--- src/rtl/csel_pkg.sv ---
package csel_pkg;
   // configuration word field positions (shared by base and mask words)
   localparam int CFG_VALID_BIT = 0;   // base word: enable
   localparam int CFG_WP_BIT    = 1;   // base word: write protect
   localparam int CFG_SIZE_BIT  = 2;   // mask word: 1 = 16-bit port
   localparam int CFG_WS_LSB    = 0;   // mask word: wait-state count
   localparam int CFG_FC_LSB    = 5;   // both words: function-code field
   localparam int FC_W          = 3;
   localparam int WS_W          = 2;
   localparam logic CFG_BASE    = 1'b0;
   localparam logic CFG_MASK    = 1'b1;

   typedef struct packed {
      logic            valid;
      logic            wp;
      logic            size16;
      logic [WS_W-1:0] ws;
   } sel_ctl_t;
endpackage

--- src/rtl/csel_regs.sv ---
module csel_regs
   import csel_pkg::*;
#(
   parameter int ADDR_W  = 32,
   parameter int N_SEL   = 4,
   parameter int CMP_LSB = 8,
   localparam int IDX_W  = $clog2(N_SEL),
   localparam int TAG_W  = ADDR_W - CMP_LSB
) (
   input  logic                        clk,
   input  logic                        rst_n,
   input  logic                        we,
   input  logic [IDX_W-1:0]            wsel,
   input  logic                        wreg,
   input  logic [ADDR_W-1:0]           wdata,
   output logic [N_SEL-1:0][TAG_W-1:0] base_tag,
   output logic [N_SEL-1:0][TAG_W-1:0] mask_tag,
   output logic [N_SEL-1:0][FC_W-1:0]  base_fc,
   output logic [N_SEL-1:0][FC_W-1:0]  mask_fc,
   output sel_ctl_t [N_SEL-1:0]        ctl,
   output logic                        global_mode
);
   logic unused_wdata;
   assign unused_wdata = ^wdata[CFG_FC_LSB-1:CFG_SIZE_BIT+1];

   always_ff @(posedge clk or negedge rst_n) begin
      if (!rst_n) begin
         base_tag <= '0;
         mask_tag <= '0;
         base_fc  <= '0;
         mask_fc  <= '0;
         ctl      <= '0;
      end else if (we) begin
         for (int i = 0; i < N_SEL; i++) begin
            if (wsel == IDX_W'(i)) begin
               if (wreg == CFG_BASE) begin
                  base_tag[i]  <= wdata[ADDR_W-1:CMP_LSB];
                  base_fc[i]   <= wdata[CFG_FC_LSB +: FC_W];
                  ctl[i].wp    <= wdata[CFG_WP_BIT];
                  ctl[i].valid <= wdata[CFG_VALID_BIT];
               end else begin
                  mask_tag[i]   <= wdata[ADDR_W-1:CMP_LSB];
                  mask_fc[i]    <= wdata[CFG_FC_LSB +: FC_W];
                  ctl[i].size16 <= wdata[CFG_SIZE_BIT];
                  ctl[i].ws     <= wdata[CFG_WS_LSB +: WS_W];
               end
            end
         end
      end
   end

   // boot mode: set only by reset, left on first enable of select 0
   always_ff @(posedge clk or negedge rst_n) begin
      if (!rst_n)
         global_mode <= 1'b1;
      else if (we && wsel == '0 && wreg == CFG_BASE && wdata[CFG_VALID_BIT])
         global_mode <= 1'b0;
   end
endmodule

--- src/rtl/csel_match.sv ---
module csel_match
   import csel_pkg::*;
#(
   parameter int ADDR_W  = 32,
   parameter int N_SEL   = 4,
   parameter int CMP_LSB = 8,
   localparam int TAG_W  = ADDR_W - CMP_LSB
) (
   input  logic [ADDR_W-1:0]           addr,
   input  logic [FC_W-1:0]             fc,
   input  logic [N_SEL-1:0][TAG_W-1:0] base_tag,
   input  logic [N_SEL-1:0][TAG_W-1:0] mask_tag,
   input  logic [N_SEL-1:0][FC_W-1:0]  base_fc,
   input  logic [N_SEL-1:0][FC_W-1:0]  mask_fc,
   input  sel_ctl_t [N_SEL-1:0]        ctl,
   output logic [N_SEL-1:0]            hit
);
   logic unused_low_addr;
   assign unused_low_addr = ^addr[CMP_LSB-1:0];

   for (genvar g = 0; g < N_SEL; g++) begin : g_cmp
      logic tag_ok, fc_ok;
      assign tag_ok = ((addr[ADDR_W-1:CMP_LSB] ^ base_tag[g]) & ~mask_tag[g]) == '0;
      assign fc_ok  = ((fc ^ base_fc[g]) & ~mask_fc[g]) == '0;
      assign hit[g] = ctl[g].valid & tag_ok & fc_ok;
   end
endmodule

--- src/rtl/csel_prio.sv ---
module csel_prio #(
   parameter int N_SEL  = 4,
   localparam int IDX_W = $clog2(N_SEL)
) (
   input  logic [N_SEL-1:0] hit,
   output logic [IDX_W-1:0] win,
   output logic             any
);
   // scan downward so the lowest index is written last and wins
   always_comb begin
      win = '0;
      any = 1'b0;
      for (int i = N_SEL - 1; i >= 0; i--) begin
         if (hit[i]) begin
            win = IDX_W'(i);
            any = 1'b1;
         end
      end
   end
endmodule

--- src/rtl/csel_timing.sv ---
module csel_timing
   import csel_pkg::*;
#(
   parameter int N_SEL = 4
) (
   input  logic            clk,
   input  logic            rst_n,
   input  logic            as_n,
   input  logic            ext_ack8_n,
   input  logic [N_SEL-1:0] req_sel,
   input  logic            req_ack,
   input  logic            req_size16,
   input  logic [WS_W-1:0] req_ws,
   input  logic            req_berr,
   output logic [N_SEL-1:0] cs_n,
   output logic            ack8_n,
   output logic            ack16_n,
   output logic            berr_n
);
   logic             active, supp, go_q, size_q, berr_q;
   logic [N_SEL-1:0] sel_q;
   logic [WS_W-1:0]  ws_q, cnt;
   logic             ack_now;

   always_ff @(posedge clk or negedge rst_n) begin
      if (!rst_n) begin
         active <= 1'b0; supp <= 1'b0; go_q <= 1'b0; size_q <= 1'b0;
         berr_q <= 1'b0; sel_q <= '0; ws_q <= '0; cnt <= '0;
      end else if (as_n) begin
         active <= 1'b0; supp <= 1'b0; go_q <= 1'b0;
         berr_q <= 1'b0; sel_q <= '0; cnt <= '0;
      end else if (!active) begin
         active <= 1'b1;
         supp   <= 1'b0;
         sel_q  <= req_sel;
         go_q   <= req_ack;
         size_q <= req_size16;
         ws_q   <= req_ws;
         berr_q <= req_berr;
         cnt    <= '0;
      end else if (cnt != ws_q) begin
         cnt <= cnt + 1'b1;
         if (!ext_ack8_n) supp <= 1'b1;
      end
   end

   assign ack_now = active & go_q & ~supp & (cnt == ws_q);
   assign cs_n    = ~sel_q;
   assign ack16_n = ~(ack_now & size_q);
   assign ack8_n  = ~(ack_now & ~size_q);
   assign berr_n  = ~berr_q;
endmodule

--- src/rtl/csel_decoder.sv ---
module csel_decoder
   import csel_pkg::*;
#(
   parameter int ADDR_W    = 32,
   parameter int N_SEL     = 4,
   parameter int CMP_LSB   = 8,
   parameter int GLOBAL_WS = 3,
   localparam int IDX_W    = $clog2(N_SEL),
   localparam int TAG_W    = ADDR_W - CMP_LSB
) (
   input  logic              clk,
   input  logic              rst_n,
   input  logic              cfg_we,
   input  logic [IDX_W-1:0]  cfg_sel,
   input  logic              cfg_reg,
   input  logic [ADDR_W-1:0] cfg_wdata,
   input  logic              as_n,
   input  logic [ADDR_W-1:0] addr,
   input  logic [FC_W-1:0]   fc,
   input  logic              rw,
   input  logic              ext_ack8_n,
   output logic [N_SEL-1:0]  cs_n,
   output logic              ack8_n,
   output logic              ack16_n,
   output logic              berr_n
);
   if (N_SEL < 2) begin : g_bad_nsel
      $error("N_SEL must be at least 2");
   end
   if (CMP_LSB < CFG_FC_LSB + FC_W || CMP_LSB >= ADDR_W) begin : g_bad_lsb
      $error("CMP_LSB must sit above the function-code field and below ADDR_W");
   end
   if (GLOBAL_WS < 0 || GLOBAL_WS >= (1 << WS_W)) begin : g_bad_ws
      $error("GLOBAL_WS must fit the wait-state field");
   end

   logic [N_SEL-1:0][TAG_W-1:0] base_tag, mask_tag;
   logic [N_SEL-1:0][FC_W-1:0]  base_fc, mask_fc;
   sel_ctl_t [N_SEL-1:0]        ctl;
   logic                        global_mode;
   logic [N_SEL-1:0]            hit;
   logic [IDX_W-1:0]            win;
   logic                        any;
   logic [N_SEL-1:0]            req_sel;
   logic                        req_ack, req_size16, req_berr;
   logic [WS_W-1:0]             req_ws;

   csel_regs #(.ADDR_W(ADDR_W), .N_SEL(N_SEL), .CMP_LSB(CMP_LSB)) i_regs (
      .clk, .rst_n, .we(cfg_we), .wsel(cfg_sel), .wreg(cfg_reg), .wdata(cfg_wdata),
      .base_tag, .mask_tag, .base_fc, .mask_fc, .ctl, .global_mode
   );

   csel_match #(.ADDR_W(ADDR_W), .N_SEL(N_SEL), .CMP_LSB(CMP_LSB)) i_match (
      .addr, .fc, .base_tag, .mask_tag, .base_fc, .mask_fc, .ctl, .hit
   );

   csel_prio #(.N_SEL(N_SEL)) i_prio (.hit, .win, .any);

   always_comb begin
      req_sel    = '0;
      req_ack    = 1'b0;
      req_berr   = 1'b0;
      req_size16 = ctl[win].size16;
      req_ws     = ctl[win].ws;
      if (global_mode) begin
         req_sel[0] = 1'b1;
         req_ack    = 1'b1;
         req_size16 = 1'b1;
         req_ws     = WS_W'(GLOBAL_WS);
      end else if (any) begin
         if (ctl[win].wp && !rw) begin
            req_berr = 1'b1;
         end else begin
            req_sel[win] = 1'b1;
            req_ack      = 1'b1;
         end
      end
   end

   csel_timing #(.N_SEL(N_SEL)) i_timing (
      .clk, .rst_n, .as_n, .ext_ack8_n, .req_sel, .req_ack, .req_size16,
      .req_ws, .req_berr, .cs_n, .ack8_n, .ack16_n, .berr_n
   );
endmodule

--- config.mk ---
export PLATFORM = sky130hd
export DESIGN_NAME = csel_decoder
export DESIGN_NICKNAME = d
export VERILOG_FILES = /design/src/rtl/csel_pkg.sv /design/src/rtl/csel_regs.sv /design/src/rtl/csel_match.sv /design/src/rtl/csel_prio.sv /design/src/rtl/csel_timing.sv /design/src/rtl/csel_decoder.sv
export SDC_FILE = /design/constraint.sdc
export NUM_CORES = 1
export LEC_CHECK = 0
export ABC_AREA = 1
export BUFFER_PORTS_ARGS = -buffer_cell sky130_fd_sc_hd__buf_2
export CORE_ASPECT_RATIO = 1.2
export CORE_MARGIN = 2
export CORE_UTILIZATION = 46
export DETAILED_ROUTE_END_ITERATION = 6
export PLACE_DENSITY = 0.71
export SYNTH_ARGS = -nofsm -noshare
export SYNTH_HDL_FRONTEND = slang
export SYNTH_SLANG_ARGS = --single-unit
--- constraint.sdc ---
create_clock -name clk -period 1.99 [get_ports clk]
set_input_delay 0.597 -clock clk [delete_from_list [all_inputs] [get_ports clk]]
set_output_delay 0.597 -clock clk [all_outputs]
set_load 0.02 [all_outputs]
# Word-level counts from Yosys, hierarchy flattened
# Index checks and enable logic that the tools add are counted.
[totals]
reg_bits = 250
latchBits = 0
mem_bits_rw = 0
rom_bits = 0
out_inout_bits = 7
elab_cells = 161
mem_count = 0
[classes]
n_addsub = 1
mul = 0
n_div = 0
order_cmp = 2
eq_ne = 8
n_shift = 0
n_mux = 38
bitwise = 46
n_reduce_logical = 25
[op_table]
columns = ["operator", "count"]
rows = [
  ["bitwise AND 24 bit", 4],
  ["logical NOT 24 bit", 4],
  ["NOT 24 bit", 4],
  ["XOR 24 bit", 4],
  ["AND reduction 3 bit", 8],
  ["two-way mux 1 bit", 22],
  ["two-way mux 4 bit", 5],
  ["two-way mux 2 bit", 8],
  ["bitwise AND 1 bit", 13],
  ["bitwise AND 3 bit", 4],
  ["logical NOT 3 bit", 4],
  ["NOT 3 bit", 4],
  ["XOR 3 bit", 4],
  ["binary-select mux 5 bit (select 2 bit)", 1],
  ["NOT 1 bit", 8],
  ["!= test 3 bit, second input constant", 2],
  ["logical AND 1 bit", 5],
  ["equality test 2 bit, second input constant", 2],
  ["NOT 4 bit", 1],
  ["AND reduction 2 bit", 2],
  ["< comparator 2 x 3 -> 1 bit, second input constant", 1],
  ["two-way mux 3 bit", 1],
  ["adder 2 x 1 -> 2 bit, second input constant", 1],
  ["demux 1 bit (select 2 bit)", 1],
  ["7 further kinds", 7],
]

# Longest topological paths before layout
[depth]
word_depth = 18
depth_mapped = 20

# By module
# A second synthesis with hierarchy kept.
[hier_totals]
hier_cells = 1687
hier_area_um2 = 12404.4
[modules_own_cells]
columns = ["module", "n_inst", "cells_each", "area_per_inst_um2", "seq_area_each_um2"]
rows = [
  ["csel_regs", 1, 978, 9115.0, 5931.9],
  ["csel_match", 1, 586, 2487.4, 0.0],
  ["csel_timing", 1, 67, 560.5, 325.3],
  ["csel_decoder", 1, 48, 205.2, 0.0],
  ["csel_prio", 1, 8, 36.3, 0.0],
]

# Least setup slack after synthesis
# No wires, ideal clock.
[synth_path]
path_type = "input-to-reg"
from = "input addr[13]"
to = "register i_timing.go_q"
arrival_ps = 1983
required_time_ps = 1872
setup_slack_ps = -112
path_stages = 19
path_buffers = 1
cell_sequence = "buf_2 -> nor2_1 -> nor2_1 -> nand2_1 -> nand2_2 -> nor2_1 -> nand3_1 -> nor2_2 -> nand2_2 -> nor2_4 -> nand2_2 -> nand2_1 -> clkinv_1 -> nand3_2 -> nand2_4 -> nand2_2 -> nand2_2 -> nand2_1 -> o21ai_2"
[synth_between]
elab_chain_cells = 17
word_cells_on_any_way = 36
cone_classes = "mux (15); bitwise (16); reduce/logical (5)"
[synth_rtl]
columns = ["item", "line_no", "source"]
rows = [
  ["start: declaration", "csel_decoder.sv:18", "input logic [ADDR_W-1:0] addr,"],
  ["XOR 24 bit", "csel_match.sv:23", "assign tag_ok = ((addr[ADDR_W-1:CMP_LSB] ^ base_tag[g]) & ~mask_tag[g]) == '0;"],
  ["bitwise AND 24 bit", "csel_match.sv:23", ""],
  ["logical NOT 24 bit", "csel_match.sv:23", ""],
  ["bitwise AND 1 bit (2 in series)", "csel_match.sv:25", "assign hit[g] = ctl[g].valid & tag_ok & fc_ok;"],
  ["two-way mux 2 bit (4 in series)", "csel_prio.sv:14", "if (hit[i]) begin"],
  ["binary-select mux 5 bit (select 2 bit)", "csel_decoder.sv:71", "if (ctl[win].wp && !rw) begin"],
  ["two-way mux 4 bit (not written as such)", "csel_decoder.sv:71", ""],
  ["logical AND 1 bit", "csel_decoder.sv:71", ""],
  ["two-way mux 1 bit", "csel_decoder.sv:71", ""],
  ["two-way mux 1 bit *", "csel_decoder.sv:70", "end else if (any) begin"],
  ["two-way mux 1 bit *", "csel_decoder.sv:65", "if (global_mode) begin"],
  ["two-way mux 1 bit *", "csel_timing.sv:32", "end else if (!active) begin"],
  ["two-way mux 1 bit *", "csel_timing.sv:29", "end else if (as_n) begin"],
  ["end signal: assignment", "csel_timing.sv:36", "go_q <= req_ack;"],
  ["end: declaration", "csel_timing.sv:20", "logic active, supp, go_q, size_q, berr_q;"],
]
# Mark *: on every way between the ends. The rest lies on a longest branch, timed or not. The select of a mux whose other input is x is not followed.
# A chain may end at the register's enable or synchronous reset.

# Worst setup path in the final report
[layout_path]
from = "register i_timing.ws_q[1]"
to = "output ack8_n"
[layout_between]
elab_chain_cells = 4
[layout_rtl]
columns = ["item", "line_no", "source"]
rows = [
  ["start: declaration", "csel_timing.sv:22", "logic [WS_W-1:0] ws_q, cnt;"],
  ["start signal: assignment", "csel_timing.sv:38", "ws_q <= req_ws;"],
  ["equality test 2 bit", "csel_timing.sv:47", "assign ack_now = active & go_q & ~supp & (cnt == ws_q);"],
  ["bitwise AND 1 bit", "csel_timing.sv:47", ""],
  ["bitwise AND 1 bit", "csel_timing.sv:50", "assign ack8_n = ~(ack_now & ~size_q);"],
  ["NOT 1 bit", "csel_timing.sv:50", ""],
  ["end: declaration", "csel_decoder.sv:23", "output logic ack8_n,"],
]
# No other way between the ends.

==> results.txt <==
After technology mapping, the gate count stands at 1,512. The sink count of the clock tree was 250. The tools report the standard-cell row count as 64. With fillers left out, the area of the finished cells amounts to 0.0142 mm².

Compared with the post-synthesis result, the final layout area differs by 21.6%. The fraction of the mapped netlist area in simple logic gates was 0.262; the port buffer count was 72. The minimum setup slack among reg-to-reg paths is -0.16 ns.

TritonCTS built the clock tree. The global-route wire length before repair was 48,400 µm. The run gives 0.226 as the global-route usage over all layers.

Number of iterations in the first detailed-routing pass: 5. After routing, the total negative slack on setup checks comes to -1.28 ns. At the pin with the least slew margin, the transition time is 0.425 ns. After detailed routing, the number of remaining DRC violations is 0.

The synthesized-area fraction occupied by xor and xnor cells works out to 0.00448. The count of pins on the block boundary is 83, and the slack of the critical path is -0.392 ns. After detailed routing, the average wire length per cell comes to 14.8 µm.

The tools report the start point of the worst min-delay path as as_n. Buffers inserted during clock tree synthesis total 26. The worst slew margin relative to its limit was 0.717.

In this run the vertical extent of the chip is 179 µm. The tools report the deepest level of the CTS H-tree as 1. Entering global routing, the biggest net connects 68 pins. The floorplan step set the die width to 150 µm. The maximum VDD drop was 0.000652 V.

For hold timing, the worst endpoint is i_timing.active. In this run the critical register-to-register path is launched from i_regs.base_tag[41]. The tools report the post-layout utilization of the core as 0.563. Dominant combinational cell family by area after synthesis: simple AND/OR/NAND/NOR gates.

The number of global-route vias before repair was 9,604; the worst endpoint data arrival time was 1.78 ns. Global routing finished with a remaining overflow of 0. The warning count from the yosys run is 0, and the number of vias per cell after detailed routing is 5.01.

For the total die area, the log shows 0.0268 mm². The run finished, with violations left. In this run the clock root is driven by a sky130_fd_sc_hd__clkbuf_16. The maximum clock frequency was 420 MHz; the multiplexer fraction of the synthesized cell area was 0.

In this run, distinct cell masters in the synthesized netlist total 30. The completed layout was analyzed and its total power is 14.6 mW. Setup repair after global routing could not meet its margin everywhere.

Mapped cell area: 0.0117 mm². When the netlist entered floorplanning its net count stood at 1,588. The via count was 9,942.

The clock reaches the later pin of the worst-skew pair after 0.53 ns. The global-route track usage on met3 was 0.0265; the fraction of registers with async set or reset after synthesis was 1.00. The worst register-to-register path ends at i_timing.sel_q[0].

Clock slew at the register clock pins of the worst setup and hold paths: 0.06 ns. The clock passes through at most 3 buffers. For the met2 demand-to-capacity share in global routing, the log shows 0.393.

The number of DRC markers in iteration 0 came out at 682. The synthesized design contains 250 register bits. The compound-gate portion of the synthesized area came out at 0.118.

Max-cap violations in this run came to 0. The most used flip-flop cell after synthesis is sky130_fd_sc_hd__dfrtp_1. After layout, the minimum clock period comes to 2.38 ns. The number of cells on the worst reg-to-reg path is 17. Of all nets on the critical path, the largest fanout is 2. The logs give 7.25 nW for the leakage dissipation and 0.463 for the starting density of the core. Adder-cell share of the synthesized area: 0.

Once detailed placement completed, the half-perimeter wirelength came to 19,300 µm. The proportion of layout cells with a drive suffix above 1 came out at 0.170. The share of synthesized area occupied by flip-flops and latches came out at 0.534.

STA classifies the critical path startpoint as a flip-flop. A synthesized cell averages 7.75 µm². For the core outline area, the log shows 0.0253 mm². The final reports fail on negative setup slack. The busiest layer in global routing is met2. The worst hold path depth was 2. The worst hold path belongs to the class input port to flip-flop. The number of synthesized flops with an enable pin was 0; the hold violation count in the final report was 0.

The final layout contains 1,710 nets. The run gives 0 as the number of max-slew violations in the final report. The wire length reported by the detailed router is 29,400 µm, and the power density of the placed cells is 1030 mW/mm². The logs give 0.0129 mm² for the post-place instance area and 0.299 for the met1 track demand over resource in global routing. The final period utilization was 1.20.

The data required time of the critical path came out at 1.39 ns. STA classifies the critical path endpoint as an output port. Path type of the worst setup path: flip-flop to output port.

The detail route stage leaves a number of antenna-violating nets equal to 0. At the end of routability-driven placement, the weighted congestion stood at 0.860. The run gives 10 as the total of endpoints with negative setup slack in the final report.

The number of antenna violations at the first check in global routing is 1. The worst clock skew on the final layout was 0.0169 ns.
==> metal layers <==
layer  vias to the layer above  part of all wire  wire length [µm]
met2                       250              0.49             14500
met4                         0             0.027               791
met3                        61             0.052              1540
met1                      4679              0.43             12600
li1                       4952                 -                 -
met5                         -                 0                 0
==> cells in the final DEF, fill, tap and decap left out, drive strengths merged, types with 3 or more instances in the layout <==
cell and n:
or2 18, buf 145, nor2 92, nand2 533, nor3 3, o21ai 241, nand4 6, clkbuf 35
nand3b 30, a21oi 33, xnor2 4, nand3 48, inv 197, clkinv 7, dfrtp 249, bufinv 5
==> final cells by class <==
class / instances / area (µm²)
repair buffers: 146 / 1080
flip-flops and latches: 250 / 6260
clock buffers: 35 / 756
inverters: 198 / 752
diodes: 2 / 5.00
well taps: 330 / 413
multi-input cells: 1012 / 4780
fillers: 2317 / 11100
clock inverters: 13 / 195
==> what timing repair did <==
action,in CTS,in global routing
hold buffers,1,0
pin swaps,14,17
gates resized for setup,27,51
endpoints found under the setup margin,10,11
hold endpoints to repair,37,0
buffers inserted,5,4
==> cells by family (layout without fill, tap and decap cells) <==
| group | after synthesis | in the layout |
|---|---|---|
| AOI/OAI and AO/OA | 274 | 274 |
| xor gates and xnor gates | 6 | 6 |
| DFF | 250 | 250 |
| and+or+nand+nor | 732 | 732 |
| other | 0 | 2 |
| buffers and inverters | 250 | 392 |
==> where the power goes <==
group | total, mW | switching, mW | internal, mW
logic | 2.75 | 1.63 | 1.12
registers | 6.57 | 0.554 | 6.01
clock network | 5.32 | 2.02 | 3.31
total | 14.6 | 4.20 | 10.4
==> synthesized netlist by cell type, types with 6 or more instances <==
cell / n / area, µm²
sky130_fd_sc_hd__a21oi_1: 32 / 160
sky130_fd_sc_hd__clkbuf_1: 48 / 180
sky130_fd_sc_hd__dfrtp_1: 249 / 6230
sky130_fd_sc_hd__inv_1: 193 / 724
sky130_fd_sc_hd__nand2_1: 519 / 1950
sky130_fd_sc_hd__nand2_2: 12 / 75.1
sky130_fd_sc_hd__nand3_1: 45 / 225
sky130_fd_sc_hd__nand3b_1: 30 / 225
sky130_fd_sc_hd__nand4_1: 6 / 37.5
sky130_fd_sc_hd__nor2_1: 85 / 319
sky130_fd_sc_hd__nor2_2: 6 / 37.5
sky130_fd_sc_hd__o21ai_0: 237 / 1190
sky130_fd_sc_hd__or2_0: 8 / 50.1
sky130_fd_sc_hd__or2_1: 10 / 62.6
==> flip-flops by register name (all words and copies together) (netlist names), 2 cells and up <==
signal / flops
i_regs.mask_fc: 12
i_regs.base_fc: 12
i_regs.mask_tag: 96
i_regs.base_tag: 96
i_timing.cnt: 2
i_regs.ctl: 20
i_timing.ws_q: 2
i_timing.sel_q: 4
==> worst max-delay path: stages (launching register included) <==
cell                      delay [ns]
sky130_fd_sc_hd__dfrtp_1        0.39
sky130_fd_sc_hd__xor2_1         0.19
sky130_fd_sc_hd__nor3_2         0.18
sky130_fd_sc_hd__nor2_2         0.08
sky130_fd_sc_hd__nor4_2         0.17
sky130_fd_sc_hd__nand2_1        0.10
sky130_fd_sc_hd__buf_6          0.14
==> through the flow <==
step                      hold slack [ns]  setup WS, ns  cells
after floorplan                     0.301       -0.0860   1512
after global placement              0.440        -0.480   1926
after detailed placement            0.448        -0.512   1926
after CTS                           0.230        -0.382   1980
after global routing                0.246        -0.549   1984
final                               0.239        -0.392   1986
==> worst max path at each step <==
stage | slack [ns] | from | cells past startpoint | endpoint
2_1_floorplan | -0.09 | addr[31] | 18 | i_timing.go_q
6_report | -0.39 | i_timing.ws_q[1] | 6 | ack8_n
4_1_cts | -0.38 | i_timing.ws_q[1] | 6 | ack8_n
3_5_place_dp | -0.51 | addr[11] | 18 | i_timing.go_q
3_3_place_gp | -0.48 | addr[11] | 18 | i_timing.go_q
5_1_grt | -0.55 | i_timing.ws_q[1] | 6 | ack8_n
Note: power is estimated with default switching activity, not from simulation.
